[config.mk]
export PLATFORM = sky130hd
export DESIGN_NAME = slot_irq_router
export DESIGN_NICKNAME = d
export VERILOG_FILES = /design/src/rtl/slot_irq_pkg.sv /design/src/rtl/slot_irq_map.sv /design/src/rtl/slot_irq_trig.sv /design/src/rtl/slot_irq_router.sv
export SDC_FILE = /design/constraint.sdc
export NUM_CORES = 1
export LEC_CHECK = 0
export ABC_AREA = 1
export BUFFER_PORTS_ARGS = -buffer_cell sky130_fd_sc_hd__buf_2
export CORE_UTILIZATION = 50
export CTS_CLUSTER_SIZE = 20
export DETAILED_ROUTE_END_ITERATION = 8
export PLACE_DENSITY = 0.93
export SETUP_SLACK_MARGIN = 0.3
export SYNTH_ARGS = -nofsm -noshare
export SYNTH_HDL_FRONTEND = slang
export SYNTH_HIERARCHICAL = 1
export SYNTH_SLANG_ARGS = --single-unit
[constraint.sdc]
create_clock -name clk -period 5 [get_ports clk]
set_input_delay 1 -clock clk [delete_from_list [all_inputs] [get_ports clk]]
set_output_delay 1 -clock clk [all_outputs]
set_load 0.005 [all_outputs]
[src/rtl/slot_irq_pkg.sv]
// Package: shared constants for the slot interrupt router.
// Assumes: the board map below is fixed at design time.
package slot_irq_pkg;
    parameter int SLOT_W     = 5;   // slot number width
    parameter int PIN_W      = 2;   // interrupt pin width
    parameter int NUM_W      = 8;   // routed number width
    parameter int SRC_N      = 32;  // sources covered by the masks
    parameter int IRQ_BASE   = 32;  // first internal interrupt number
    parameter int SLOT_SB    = 5;   // multi-function bridge slot
    parameter int SLOT_GFX   = 6;   // graphics slot
    parameter int SLOT_NIC   = 7;   // network slot
    parameter int SLOT_EXP_LO = 8;  // first expansion slot
    parameter int SLOT_EXP_HI = 12; // last expansion slot
    parameter int GFX_LINE   = 4;   // offset for graphics slot
    parameter int NIC_LINE   = 5;   // offset for network slot
    parameter int EXP_LINE   = 6;   // offset of first expansion line
endpackage

[src/rtl/slot_irq_map.sv]
// Module: combinational slot/pin to internal number map.
// Assumes: pin values are 0..3; slots outside the map pass the pin through.
module slot_irq_map
    import slot_irq_pkg::*;
#(
    parameter int S_W   = SLOT_W,
    parameter int P_W   = PIN_W,
    parameter int N_W   = NUM_W,
    parameter int SRC   = SRC_N,
    parameter int BASE  = IRQ_BASE,
    localparam int IDX_W = $clog2(SRC)
) (
    input  logic [S_W-1:0]   slot,
    input  logic [P_W-1:0]   pin,
    output logic [N_W-1:0]   routed,
    output logic             in_range,
    output logic [IDX_W-1:0] src_idx
);
    localparam logic [N_W-1:0] BASE_N = N_W'(BASE);
    localparam logic [N_W-1:0] TOP_N  = N_W'(BASE + SRC);

    logic [N_W-1:0] pin_n;
    logic [N_W-1:0] slot_n;

    assign pin_n  = N_W'(pin);
    assign slot_n = N_W'(slot);

    // Board map: choose the internal number from slot and pin.
    always_comb begin
        routed = pin_n;
        if (slot_n == N_W'(SLOT_SB)) begin
            routed = BASE_N + (pin_n & N_W'(3));
        end else if (slot_n == N_W'(SLOT_GFX)) begin
            routed = BASE_N + N_W'(GFX_LINE);
        end else if (slot_n == N_W'(SLOT_NIC)) begin
            routed = BASE_N + N_W'(NIC_LINE);
        end else if (slot_n >= N_W'(SLOT_EXP_LO) && slot_n <= N_W'(SLOT_EXP_HI)) begin
            routed = BASE_N + N_W'(EXP_LINE) + (slot_n - N_W'(SLOT_EXP_LO)) + pin_n;
        end
    end

    // Range check and mask index derivation.
    always_comb begin
        in_range = (routed >= BASE_N) && (routed < TOP_N);
        src_idx  = IDX_W'(routed - BASE_N);
    end
endmodule

[src/rtl/slot_irq_trig.sv]
// Module: upstream line driver with edge pulse and held level.
// Assumes: one request at a time; a new request overrides a pending pulse end.
module slot_irq_trig
    import slot_irq_pkg::*;
#(
    parameter int SRC   = SRC_N,
    localparam int IDX_W = $clog2(SRC)
) (
    input  logic             clk,
    input  logic             rst_n,
    input  logic             req,
    input  logic             in_range,
    input  logic [IDX_W-1:0] src_idx,
    input  logic [SRC-1:0]   edge_mask,
    input  logic [SRC-1:0]   pol_mask,
    output logic             line
);
    logic is_edge;
    logic pol_hi;
    logic line_q;
    logic pulse_q;

    // Mask lookup; out-of-range sources read as clear.
    always_comb begin
        is_edge = in_range && edge_mask[src_idx];
        pol_hi  = in_range && pol_mask[src_idx];
    end

    // Line register: pulse for edge sources, hold level otherwise.
    always_ff @(posedge clk) begin
        if (!rst_n) begin
            line_q  <= 1'b0;
            pulse_q <= 1'b0;
        end else if (req) begin
            line_q  <= is_edge ? 1'b1 : pol_hi;
            pulse_q <= is_edge;
        end else if (pulse_q) begin
            line_q  <= 1'b0;
            pulse_q <= 1'b0;
        end
    end

    assign line = line_q;
endmodule

[src/rtl/slot_irq_router.sv]
// Module: top of the slot interrupt router and trigger.
// Assumes: request fields and masks are valid while req_valid is high.
module slot_irq_router
    import slot_irq_pkg::*;
(
    input  logic                clk,
    input  logic                rst_n,
    input  logic                req_valid,
    input  logic [SLOT_W-1:0]   req_slot,
    input  logic [PIN_W-1:0]    req_pin,
    input  logic [SRC_N-1:0]    edge_mask,
    input  logic [SRC_N-1:0]    pol_mask,
    output logic [NUM_W-1:0]    route_num,
    output logic                irq_line
);
    localparam int IDX_W = $clog2(SRC_N);

    logic [NUM_W-1:0] routed;
    logic             in_range;
    logic [IDX_W-1:0] src_idx;
    logic [NUM_W-1:0] route_q;

    slot_irq_map #(
        .S_W(SLOT_W), .P_W(PIN_W), .N_W(NUM_W), .SRC(SRC_N), .BASE(IRQ_BASE)
    ) u_map (
        .slot     (req_slot),
        .pin      (req_pin),
        .routed   (routed),
        .in_range (in_range),
        .src_idx  (src_idx)
    );

    slot_irq_trig #(.SRC(SRC_N)) u_trig (
        .clk       (clk),
        .rst_n     (rst_n),
        .req       (req_valid),
        .in_range  (in_range),
        .src_idx   (src_idx),
        .edge_mask (edge_mask),
        .pol_mask  (pol_mask),
        .line      (irq_line)
    );

    // Capture the routed number of each accepted request.
    always_ff @(posedge clk) begin
        if (!rst_n) begin
            route_q <= '0;
        end else if (req_valid) begin
            route_q <= routed;
        end
    end

    assign route_num = route_q;
endmodule

======== After elaboration in Yosys (flattened, before gate mapping) ========
Index checks and enable logic that the tools add are counted.
Widths: inputs -> output; s select.
word-level totals
  bits in registers ....................... 10
  output and inout bits ................... 9
  word-level logic and storage cells ...... 33
  input port bits ......................... 74
cells by class
  equal/unequal tests ..................... 3
  $lt $le $gt $ge ......................... 5
  add/subtract/negate cells ............... 5
  muxes and demuxes ....................... 11
  reductions and logical operators ........ 6
operators by type and width
  kind                 count
  $mux 8               4
  $eq 5x3->1 const B   3
  $bmux 1 s5           2
  $add 6x8->8 const A  1
  $add 8x2->8          1
  $ge 8x6->1 const B   1
  $lt 8x7->1 const B   1
  $add 6x2->7 const A  1
  $lt 5x6->1 const B   1
  $sub 5x4->6 const B  1
  $ge 5x4->1 const B   1
  $le 5x4->1 const B   1
  $mux 1               5
  $sub 5x1->5 const B  1
  $logic_and 1x1->1    4
  $reduce_and 2->1     1
  $reduce_bool 2->1    1

======== Logic depth before layout (Yosys ltp) ========
  depth after elaboration ................. 13
  gate-level depth with buffers ........... 23
  mapped depth without buffers ............ 20

======== Modules after synthesis ========
The synthesis kept the hierarchy.
by module, submodules not included
  module           instances  sequential area each (µm²)  cells each  area an instance (µm²)
  slot_irq_trig    1          40.0                        159         814.5
  slot_irq_map     1          0.0                         76          476.7
  slot_irq_router  1          160.2                       51          356.6

======== Worst setup path after synthesis ========
OpenSTA, ideal clock, no wires.
  path type ............................... in2reg
  from .................................... input port req_slot[1]
  to ...................................... register u_trig.line_q (netlist: u_trig/line)
  path slack .............................. 1.863 ns
  cell stages on the path ................. 18
  buffers on the path ..................... 2
  arrival time ............................ 3.028 ns
  cells stage by stage .................... inv_1 -> ha_1 -> inv_1 -> ha_1 -> inv_1 -> fa_1 -> o21bai_1 -> buf_4 -> buf_2 -> inv_1 -> nand3_1 -> nand2_1 -> nand2_1 -> nand3_2 -> nand3_2 -> nand3_1 -> nand2_1 -> inv_1
between the ends
  word-level cells in the longest chain between the ends .. 13
  elaborated cells between the ends (all ways) .. 25
  classes of those cells .................. 4 x add/sub; 4 x order compare; 3 x eq/ne; 10 x mux; 4 x reduce/logical
RTL lines
  element                               line                                      RTL
  start, declared                       slot_irq_router.sv:9                      input logic [SLOT_W-1:0] req_slot,
  $sub 5x4->6                           slot_irq_map.sv:38                        routed = BASE_N + N_W'(EXP_LINE) + (slot_n - N_W'(SLOT_EXP_LO)) + pin_n;
  $add 6x8->8                           slot_irq_map.sv:38
  $add 8x2->8                           slot_irq_map.sv:38
  $mux 8                                slot_irq_map.sv:37                        end else if (slot_n >= N_W'(SLOT_EXP_LO) && slot_n <= N_W'(SLOT_EXP_HI)) begin
  $mux 8                                slot_irq_map.sv:35                        end else if (slot_n == N_W'(SLOT_NIC)) begin
  $mux 8                                slot_irq_map.sv:33                        end else if (slot_n == N_W'(SLOT_GFX)) begin
  $mux 8 *                              slot_irq_map.sv:31                        if (slot_n == N_W'(SLOT_SB)) begin
  named net routed[2]                   slot_irq_router.sv:18                     logic [NUM_W-1:0] routed;
  $sub 5x1->5 *                         slot_irq_map.sv:45                        src_idx = IDX_W'(routed - BASE_N);
  named net src_idx[2]                  slot_irq_router.sv:20                     logic [IDX_W-1:0] src_idx;
  $bmux 1 s5 (on tied branches)         slot_irq_trig.sv:26, slot_irq_trig.sv:25
  $mux 1 (on tied branches)             slot_irq_trig.sv:26, slot_irq_trig.sv:25
  $logic_and 1x1->1 (on tied branches)  slot_irq_trig.sv:26, slot_irq_trig.sv:25
  $mux 1 *                              slot_irq_trig.sv:35                       line_q <= is_edge ? 1'b1 : pol_hi;
  $mux 1 *                              slot_irq_trig.sv:34                       end else if (req) begin
  end signal, assigned                  slot_irq_trig.sv:35
  end, declared                         slot_irq_trig.sv:20                       logic line_q;
The timed path passes the listed nets; every way through them passes the cells marked *. The select of a mux whose other input is x is not followed.
A chain may end at the register's enable or synchronous reset.

======== Worst setup path in the final report ========
  from .................................... input port req_slot[3]
  to ...................................... register u_trig.line_q (netlist: u_trig/line)
between the ends
  elaborated cells between the ends (all ways) .. 25
  classes of those cells .................. 4 x add/sub; 4 x order compare; 3 x eq/ne; 10 x mux; 4 x reduce/logical
RTL lines
  element                                   line
  $ge 5x4->1 or $le 5x4->1 (tied branches)  slot_irq_map.sv:37
  $logic_and 1x1->1                         slot_irq_map.sv:37
  $mux 8                                    slot_irq_map.sv:37
  $mux 8                                    slot_irq_map.sv:35
  $mux 8                                    slot_irq_map.sv:33
  $mux 8 *                                  slot_irq_map.sv:31
  named net routed[0]                       slot_irq_router.sv:18
  $sub 5x1->5                               slot_irq_map.sv:45
  $bmux 1 s5 (on tied branches)             slot_irq_trig.sv:26, slot_irq_trig.sv:25
  $mux 1 (on tied branches)                 slot_irq_trig.sv:26, slot_irq_trig.sv:25
  $logic_and 1x1->1 (on tied branches)      slot_irq_trig.sv:26, slot_irq_trig.sv:25
  $mux 1 *                                  slot_irq_trig.sv:35
  $mux 1 *                                  slot_irq_trig.sv:34
Marked as above.

==> run metrics <==
result of the run=finished, final reports clean; Synth Flop Type=sky130_fd_sc_hd__dfxtp_1; clock-pin slew on the worst setup and hold paths=0.06 ns; GRT Total Usage=0.2363; number of warnings reported in the yosys synthesis log=6; maximum fanout encountered on the critical timing path=34; TritonCTS Sinks=10; layout overhead on the synthesized area=17.77%; top cell type by total area after synthesis=sky130_fd_sc_hd__nand2_1; static leakage power=0.001128 uW; highest clock rate=277.1 MHz; post-cts repair resize count=0; vertical die dimension=59.41 microns; Max transition margin=0.2529; cell internal power dissipation=194.1 uW; proportion of power drawn by combinational gates=0.583; die extent in x=59.41 microns; min cycle time layout=3.609 ns; top layer used by detailed routing=met4; Async S/R FF share, synth=0; worst-case clock skew=0.00001610 ns; number of instances in the synthesized netlist=286; number of max-slew violations in the final report=0; wire length of the first global-routing pass=6.630 mm; number of global-route vias before repair=1670; worst setup path startpoint=req_slot[3]; Flop pwr share=0.262; Max Cap Viol=0; CP required=5.21 ns; leading cell types by total area after synthesis=sky130_fd_sc_hd__nand2_1 (25%), sky130_fd_sc_hd__nand3_1 (19%), sky130_fd_sc_hd__dfxtp_1 (12%); Clock Tree Buf Depth=2; site row count=20; sequential fraction of the synthesis area=0.1215; synthesized area per cell=5.762 sq um; #FFs+latches synth=10; count of pins on the block boundary=83; HP Start=route_num[7]$_SDFFE_PN0P_; startpoint-to-endpoint class of the critical path=primary input to flop; post-CTS setup buffers=0; detailed route wirelength on metal2=1.891 mm; crit path capture type=flop; clock insertion delay at the later pin of the skew report=0.26 ns; final worst path period share=0.7218; met3 wire length=268 microns; IR drop worst, VDD=0.1632 mV; CP arrival=3.82 ns; share of total power consumed by net switching=0.4241; syn nets=371; Setup Total Neg Slack=0 ns; slew at the pin with the worst max-slew slack=1.118 ns; number of input and output port buffers inserted=82; NumNets Final=439; fraction of synthesized cell area taken by the top area cell type=0.2460; Wirelength per Cell=10.10 microns; via count normalized by instance count=4.917; Cell variety after synth=29; Starting DRT DRC Count=195; worst min-delay path class=flop to flop; maximum number of pins on one net before global-route repair=35; routed length on met1=1.824 mm; total inserted antenna cells=0; total placed cells including tap cells=393; Remaining DRCs=0; hold violation count in the final report=0; TritonCTS clock tree=yes; count of TritonRoute iterations in the first routing pass=4; Filler Cell Count=313; cell with the most instances after synthesis=sky130_fd_sc_hd__nand2_1; power spent charging and discharging nets=142.9 uW; overall power consumption=337.0 uW; area of the core=3078 sq um; effective utilization at floorplan=0.5354; areal power density over the cells=173.7 nW/um^2; unrepaired setup endpoints after global routing=false; CTS Buf Count=3; DP HPWL=3.133 mm; overall overflow remaining after global route=0; CTS H-tree depth=1; nature of the critical path startpoint=primary input; Die Footprint=3529 sq um; number of enable flip-flop cells after synthesis=0; cts-stage hold buffer count=0; fraction of final layout cells with drive strength greater than 1=0.3011; sum of routed wire length over all layers=3.999 mm; clock network fraction of design power=0.156; via count=1947; final setup violation count=0; gpl congestion=0.8531; final standard cell count with taps included and fillers excluded=396; cell types with the highest counts after synthesis=sky130_fd_sc_hd__nand2_1 (108), sky130_fd_sc_hd__nand3_1 (62), sky130_fd_sc_hd__inv_1 (25), sky130_fd_sc_hd__nor2_1 (20); Antenna Violating Nets Remaining=0; origin of the critical flop-to-flop path=u_trig/pulse_q$_SDFF_PN0_; total standard cell area after synthesis=1648 sq um; Clock Root Buffer=sky130_fd_sc_hd__clkbuf_4; initial antenna violation count=0
[path summary, 6_finish.rpt]
path,endpoint,slack (ns),cells past startpoint
setup / recovery,u_trig/line$_SDFFE_PN0P_,1.39,20
hold / removal,route_num[7]$_SDFFE_PN0P_,0.47,2
setup reg to reg,u_trig/line$_SDFFE_PN0P_,4.37,4
hold reg to reg,route_num[7]$_SDFFE_PN0P_,0.47,2
[state kept, by name, indices dropped and copies added, names as in the netlist]
| register | flops |
|---|---|
| u_trig/pulse_q | 1 |
| route_num | 8 |
| u_trig/line | 1 |
[critical path: stages]
cell,delay [ns]
sky130_fd_sc_hd__buf_2,0.13
sky130_fd_sc_hd__inv_1,0.10
sky130_fd_sc_hd__ha_1,0.18
sky130_fd_sc_hd__inv_2,0.06
sky130_fd_sc_hd__nor2_2,0.11
sky130_fd_sc_hd__o21ai_2,0.10
sky130_fd_sc_hd__or2_1,0.23
sky130_fd_sc_hd__nand3_1,0.08
sky130_fd_sc_hd__nand2_1,0.63
sky130_fd_sc_hd__inv_8,0.46
sky130_fd_sc_hd__nand2_1,0.09
sky130_fd_sc_hd__nand3_1,0.08
sky130_fd_sc_hd__nand3_1,0.08
sky130_fd_sc_hd__nand2_1,0.07
sky130_fd_sc_hd__nand2_1,0.06
sky130_fd_sc_hd__nand3_2,0.09
sky130_fd_sc_hd__nand3_2,0.07
sky130_fd_sc_hd__nand3_1,0.09
sky130_fd_sc_hd__nand2_1,0.05
sky130_fd_sc_hd__inv_1,0.04
[area by class of cell]
type,instances,area (sq um),share of cell area
multi-input cells,228,1132,0.5835
inverters,28,112.6,0.05803
well taps,44,55.05,0.02837
clock buffers,3,22.52,0.01161
repair buffers,83,417.9,0.2153
flip-flops and latches,10,200.2,0.1032
[layer usage]
| layer | global-route usage | up-vias |
|---|---|---|
| li1 | - | 1027 |
| met1 | 0.2823 | 848 |
| met2 | 0.4478 | 70 |
| met3 | 0.03275 | 2 |
| met4 | 0.03741 | 0 |
| met5 | 0 | - |
[cell usage in the layout (no fill, tap or decap), drive strengths merged]
cell type / Yosys / final
o21a: 1 / 1
nand3: 65 / 65
nor2: 23 / 23
or2: 1 / 1
xor2: 1 / 1
dfxtp: 10 / 10
nor3: 1 / 1
fa: 1 / 1
clkbuf: 0 / 3
nand2: 116 / 116
a21boi: 1 / 1
inv: 28 / 28
o21bai: 1 / 1
nand3b: 2 / 2
a21oi: 1 / 1
xnor2: 1 / 1
o21ai: 2 / 2
buf: 20 / 83
conb: 1 / 1
ha: 10 / 10
[logic make-up (layout without fill, tap and decap cells)]
group	after synthesis	in the layout	share of synthesized area
flops	10	10	0.1215
compound gates	6	6	0.02733
fa+ha+maj	11	11	0.08808
simple gates	208	208	0.5588
xor+xnor	2	2	0.01063
buf+inv	48	114	0.1913
other cells	1	1	0.002276
[power groups by stage]
stage	clock [uW]	combinational (uW)	sequential [uW]
after floorplan	0	162	90.5
after global routing	58.9	227	88.8
after global placement	0	193	89.8
final	52.5	196	88.2
after detailed placement	0	195	89.9
after CTS	54.2	196	88.2
[per-stage QoR]
step | hold WS (ns) | utilization | area (sq um) | setup slack (ns)
after floorplan | 0.4661 | - | 1648 | 1.863
after global placement | 0.4568 | 0.6232 | 1918 | 1.208
after detailed placement | 0.4617 | 0.6232 | 1918 | 1.139
after CTS | 0.4709 | 0.6305 | 1941 | 1.401
after global routing | 0.4841 | 0.6305 | 1941 | 0.9845
final | 0.4673 | 0.6305 | 1941 | 1.391
No activity file was read; power rests on OpenSTA's default activity.
